`src/rtl/slowmem_pkg.sv`:
```
package slowmem_pkg;

   function automatic int ceil_div(input int num, input int den);
      return (num + den - 1) / den;
   endfunction

   // States per access: slower of read access and write cycle, in clocks
   function automatic int access_cycles(input int clk_ns, input int tacc_ns, input int twc_ns);
      return ceil_div((tacc_ns > twc_ns) ? tacc_ns : twc_ns, clk_ns);
   endfunction

endpackage

```
`src/rtl/slowmem_timer.sv`:
```
module slowmem_timer #(
   parameter int NCYC = 4,
   parameter int PW   = 3
) (
   input  logic          clk,
   input  logic          rst_n,
   input  logic          start,
   output logic [PW-1:0] phase,
   output logic          busy,
   output logic          last,
   output logic          done
);
   localparam logic [PW-1:0] LAST_PH = PW'(NCYC);

   initial begin
      AST_MIN_CYCLES : assert (NCYC >= 3) else $fatal(1, "access needs at least 3 states");
   end

   assign busy = (phase != '0);
   assign last = (phase == LAST_PH);

   always_ff @(posedge clk) begin
      if (!rst_n) begin
         phase <= '0;
         done  <= 1'b0;
      end else begin
         done <= last;
         if (start)     phase <= PW'(1);
         else if (last) phase <= '0;
         else if (busy) phase <= phase + 1'b1;
      end
   end

   AST_DONE_ONE_CYCLE : assert property (@(posedge clk) disable iff (!rst_n)
      done |=> !done);
   AST_BUSY_MIN_LEN : assert property (@(posedge clk) disable iff (!rst_n)
      $rose(busy) |=> busy);
   AST_PHASE_RANGE : assert property (@(posedge clk) disable iff (!rst_n)
      phase <= LAST_PH);

endmodule

```
`src/rtl/slowmem_strobe.sv`:
```
module slowmem_strobe #(
   parameter int NCYC = 4,
   parameter int PW   = 3
) (
   input  logic          clk,
   input  logic          rst_n,
   input  logic [PW-1:0] phase,
   input  logic          op_we,
   output logic          mem_en,
   output logic          mem_we_n,
   output logic          mem_dout_en
);
   // Strobe window: states 2..NCYC-1, one state of margin on each side
   logic [NCYC:0] win;

   for (genvar k = 0; k <= NCYC; k++) begin : g_win
      if (k >= 2 && k <= NCYC - 1) begin : g_on
         assign win[k] = 1'b1;
      end else begin : g_off
         assign win[k] = 1'b0;
      end
   end

   assign mem_en      = (phase != '0);
   assign mem_dout_en = mem_en && op_we;
   assign mem_we_n    = !(op_we && win[phase]);

   AST_STROBE_IN_WINDOW : assert property (@(posedge clk) disable iff (!rst_n)
      !mem_we_n |-> (mem_en && mem_dout_en));
   AST_STROBE_RELEASE : assert property (@(posedge clk) disable iff (!rst_n)
      !mem_we_n |=> mem_en);

endmodule

```
`src/rtl/slowmem_dpath.sv`:
```
module slowmem_dpath #(
   parameter int AW = 8,
   parameter int DW = 8
) (
   input  logic          clk,
   input  logic          rst_n,
   input  logic          load,
   input  logic          req_we,
   input  logic [AW-1:0] req_addr,
   input  logic [DW-1:0] req_wdata,
   input  logic          capture,
   input  logic [DW-1:0] mem_rdata,
   output logic          op_we,
   output logic [AW-1:0] mem_addr,
   output logic [DW-1:0] mem_wdata,
   output logic [DW-1:0] rd_data
);
   always_ff @(posedge clk) begin
      if (!rst_n) begin
         op_we     <= 1'b0;
         mem_addr  <= '0;
         mem_wdata <= '0;
      end else if (load) begin
         op_we     <= req_we;
         mem_addr  <= req_addr;
         mem_wdata <= req_wdata;
      end
   end

   always_ff @(posedge clk) begin
      if (!rst_n)       rd_data <= '0;
      else if (capture) rd_data <= mem_rdata;
   end

   AST_ADDR_HELD : assert property (@(posedge clk) disable iff (!rst_n)
      !load |=> ($stable(mem_addr) && $stable(op_we) && $stable(mem_wdata)));
   AST_RDATA_ONLY_ON_CAPTURE : assert property (@(posedge clk) disable iff (!rst_n)
      !capture |=> $stable(rd_data));

endmodule

```
`src/rtl/slowmem_seq.sv`:
```
module slowmem_seq #(
   parameter int CLK_NS  = 20,
   parameter int TACC_NS = 65,
   parameter int TWC_NS  = 75,
   parameter int AW      = 8,
   parameter int DW      = 8
) (
   input  logic          clk,
   input  logic          rst_n,
   input  logic          req,
   input  logic          req_we,
   input  logic [AW-1:0] req_addr,
   input  logic [DW-1:0] req_wdata,
   output logic          busy,
   output logic          done,
   output logic [DW-1:0] rd_data,
   output logic [AW-1:0] mem_addr,
   output logic          mem_en,
   output logic          mem_we_n,
   output logic          mem_dout_en,
   output logic [DW-1:0] mem_wdata,
   input  logic [DW-1:0] mem_rdata
);
   localparam int NCYC = slowmem_pkg::access_cycles(CLK_NS, TACC_NS, TWC_NS);
   localparam int PW   = $clog2(NCYC + 1);

   logic [PW-1:0] phase;
   logic          last;
   logic          op_we;
   logic          accept;
   logic          capture;

   assign accept  = req && !busy;
   assign capture = last && !op_we;

   slowmem_timer #(.NCYC(NCYC), .PW(PW)) u_timer (
      .clk(clk), .rst_n(rst_n), .start(accept),
      .phase(phase), .busy(busy), .last(last), .done(done)
   );

   slowmem_dpath #(.AW(AW), .DW(DW)) u_dpath (
      .clk(clk), .rst_n(rst_n), .load(accept),
      .req_we(req_we), .req_addr(req_addr), .req_wdata(req_wdata),
      .capture(capture), .mem_rdata(mem_rdata),
      .op_we(op_we), .mem_addr(mem_addr), .mem_wdata(mem_wdata), .rd_data(rd_data)
   );

   slowmem_strobe #(.NCYC(NCYC), .PW(PW)) u_strobe (
      .clk(clk), .rst_n(rst_n), .phase(phase), .op_we(op_we),
      .mem_en(mem_en), .mem_we_n(mem_we_n), .mem_dout_en(mem_dout_en)
   );

   AST_EN_MATCHES_BUSY : assert property (@(posedge clk) disable iff (!rst_n)
      mem_en == busy);
   AST_DONE_AFTER_ACCESS : assert property (@(posedge clk) disable iff (!rst_n)
      $rose(done) |-> ($past(mem_en) && !mem_en));

endmodule

```
`config.mk`:
```
export PLATFORM = sky130hd
export DESIGN_NAME = slowmem_seq
export DESIGN_NICKNAME = d
export VERILOG_FILES = /design/src/rtl/slowmem_pkg.sv /design/src/rtl/slowmem_timer.sv /design/src/rtl/slowmem_strobe.sv /design/src/rtl/slowmem_dpath.sv /design/src/rtl/slowmem_seq.sv
export SDC_FILE = /design/constraint.sdc
export NUM_CORES = 1
export LEC_CHECK = 0
export BUFFER_PORTS_ARGS = -buffer_cell sky130_fd_sc_hd__buf_2
export CORE_MARGIN = 10
export CORE_UTILIZATION = 48
export DETAILED_ROUTE_END_ITERATION = 10
export GPL_TIMING_DRIVEN = 1
export PLACE_DENSITY_LB_ADDON = 0.1
export SLEW_MARGIN = 20
export SYNTH_ARGS = -nofsm -noshare
export SYNTH_HDL_FRONTEND = slang
export SYNTH_SLANG_ARGS = --single-unit
```
`constraint.sdc`:
```
create_clock -name clk -period 3.59 [get_ports clk]
set_clock_uncertainty 0.15 [all_clocks]
set_input_delay 0.359 -clock clk [delete_from_list [all_inputs] [get_ports clk]]
set_output_delay 0.359 -clock clk [all_outputs]
set_load 0.05 [all_outputs]
```
==> impl_metrics.toml <==
[clocking]
tritoncts = "done"
cts_setup_buffers = 0
numCtsBuffers = 5
path_clk_slew_ns = 0.08
cts.sinks = 29
clk_latency_ns = 0.31
h-tree-depth = 2
cts_resized = 0
ctsHoldBuffers = 0
cts_root_buf = "clkbuf_4"
clk_path_buf_depth = 2

[global_routing]
antenna_found_initial = 0
grt_pass1_wl_um = 4780
first_global_vias = 1064
overflow = 0
grt_max_degree = 55
grt_use_total_pct = 11.8

[route]
avgViaCountPerCell = 4.94
routedWlPerCell_um = 13.5
via_count = 1062
detail-route-antenna-nets = 0
wl_um = 2900
first_pass_iters = 4
drc = 0
drt_iter0_drc = 57

[sta]
min_period_ns = 2.16
finalSetupTns_ns = 0
period_share_pct = 60.3
worst_slack_ns = 1.43
finalSetupViolCount = 0
rsz0062_at_grt = "false"
relSlewSlack_pct = 42.7
fmax_mhz = 462
slew_violations = 0
worstMarginPinSlew_ns = 0.859
finalHoldViolCount = 0

[worst_setup_path]
critPathCapture = "mem_dout_en"
reg2reg_depth = 6
path_class = "register to output pin"
reg2reg_to = "u_dpath.mem_addr[5]$_SDFFE_PN0P_"
worst-path-max-fanout = 8
start_kind = "register"
critPathCaptureType = "output pin"
cp.required_ns = 3.08
r2r-start = "u_timer.phase[1]$_SDFFE_PP0P_"
startpoint = "u_timer.phase[1]$_SDFFE_PP0P_"
cp.arrival_ns = 1.66
regToRegSetupSlack_ns = 1.90

[finish]
area.growth.synth_to_final_pct = 23.4
finalNetCount = 216
fill_cells = 214
antennaDiodeCount = 0
drive_above_1_share_pct = 37.4

[pwr]
power_density_nw_per_um2 = 541
p_total_mw = 0.789
peakVddDrop_uv = 328
total_leakage_power_nw = 0.684

[floorplan]
pin_count = 57
core_area_um2 = 2280
placementRows = 17
die-area_um2 = 4840
dieHeight_um = 69.6
die_w_um = 69.6
initial_utilization_pct = 51.9

[synth]
ys_warn_count = 0
synth_area_um2 = 1180
syn_avg_cell_area_um2 = 8.81
synth_xor_area_share_pct = 0.742
seq_area_frac_synth_pct = 49.2
yosysTopAreaCell = "dfxtp_1"
syn_inst = 134
synthSimpleGateAreaFrac_pct = 25.0
synth_ff_type = "dfxtp_1"
synth-compound-area-share_pct = 14.3
yosysMostFrequentCell = "dfxtp_1"
ys_ff_latch = 29
yosys-top-cells-area = "dfxtp_1 (49%), nand3_1 (11%), nand2_1 (7.9%)"
synthArstFlopShare_pct = 0
synth_fp_nets = 164
synthAdderAreaFrac_pct = 2.12
synth.top_cell.area_share_pct = 49.2
synth-edff-count = 0
synth_cell_types = 25
synth_top_family_by_area = "simple AND/OR/NAND/NOR gates"
synthTopCellsByCount = "dfxtp_1 (29), nand2_1 (25), nand3_1 (25)"
synth_mux_area_share_pct = 0

[placement]
portBuffers = 56
hpwl_um = 2150
gp_congestion = 0.730
dp_slack_ns = 1.77

[min_path]
hold_class = "input pin to register"

[status]
outcome = "finished clean"

[job]
drv_cap = 0
-- registers in the layout, summed over array words and instances, names as in the netlist --
name	flops
u_dpath.mem_wdata	8
u_timer.phase	3
u_dpath.op_we	1
u_dpath.mem_addr	8
u_dpath.rd_data	8
u_timer.done	1
-- cells by family (layout without fill, tap and decap cells) --
| logic type | Yosys count | after routing |
|---|---|---|
| DFF | 29 | 29 |
| AOI/OAI and AO/OA | 27 | 27 |
| and+or+nand+nor | 61 | 61 |
| buffers and inverters | 14 | 67 |
| xor gates and xnor gates | 1 | 1 |
| adders and majority gates | 2 | 2 |
-- worst min path at each step --
stage / cells after the start / startpoint / slack (ns) / endpoint
6_report: 3 / req_addr[3] / 0.11 / u_dpath.mem_addr[3]$_SDFFE_PN0P_
2_1_floorplan: 2 / u_dpath.op_we$_SDFFE_PN0P_ / 0.29 / u_dpath.op_we$_SDFFE_PN0P_
3_5_place_dp: 2 / u_dpath.mem_wdata[7]$_SDFFE_PN0P_ / 0.29 / u_dpath.mem_wdata[7]$_SDFFE_PN0P_
3_3_place_gp: 2 / u_dpath.mem_addr[6]$_SDFFE_PN0P_ / 0.28 / u_dpath.mem_addr[6]$_SDFFE_PN0P_
5_1_grt: 3 / req_wdata[5] / 0.11 / u_dpath.mem_wdata[5]$_SDFFE_PN0P_
4_1_cts: 3 / req_addr[3] / 0.11 / u_dpath.mem_addr[3]$_SDFFE_PN0P_
-- metal layers --
layer / track usage (%) / vias up / routed length [µm]
met3: 6.42 / 4 / 252
met2: 19.7 / 35 / 1420
met1: 11.7 / 468 / 1190
met4: 5.76 / 0 / 31
li1: - / 555 / -
met5: 0 / - / 0
-- critical path, stage by stage (launching register included) --
cell,delay [ns]
dfxtp_1,0.33
inv_1,0.08
ha_1,0.27
or2b_1,0.29
and2_1,0.16
buf_2,0.20
-- power breakdown --
group          leakage [nW]  internal [mW]  switching [mW]
sequential            0.237          0.349          0.0151
clock                0.0265         0.0779           0.103
combinational         0.421         0.0640           0.180
total                 0.684          0.491           0.298
-- through the flow --
stage	utilization [%]	hold WS (ns)	instance area (µm²)	instances
after global routing	64.0	0.107	1460	215
after CTS	64.0	0.106	1460	215
after global placement	61.9	0.283	1410	207
after detailed placement	61.9	0.288	1410	207
after floorplan	-	0.295	1180	134
final	64.0	0.113	1460	215
-- final cells by class --
class | count | area, µm² | area share [%]
sequential | 29 | 581 | 39.8
inverter | 2 | 7.51 | 0.515
timing repair buffer | 57 | 288 | 19.7
tap | 28 | 35.0 | 2.40
clock buffer | 8 | 48.8 | 3.35
multi-input combinational | 91 | 498 | 34.2
-- cell usage in the layout, fill, tap and decap left out --
master    instances
and2_1            2
and3_1            1
and3b_1           1
buf_2            56
buf_4             1
clkbuf_1          3
clkbuf_4          5
dfxtp_1          29
ha_1              2
inv_1             2
nand2_1          25
nand3_1          25
nand3b_1          2
nor2_1            1
nor2b_1           1
nor3b_1           1
nor4b_1           1
o21a_1            1
o21ai_0           8
o21ai_1           9
o21ai_2           8
o22ai_1           1
or2b_1            1
xnor2_1           1
Power figures use the tool's default switching activity.
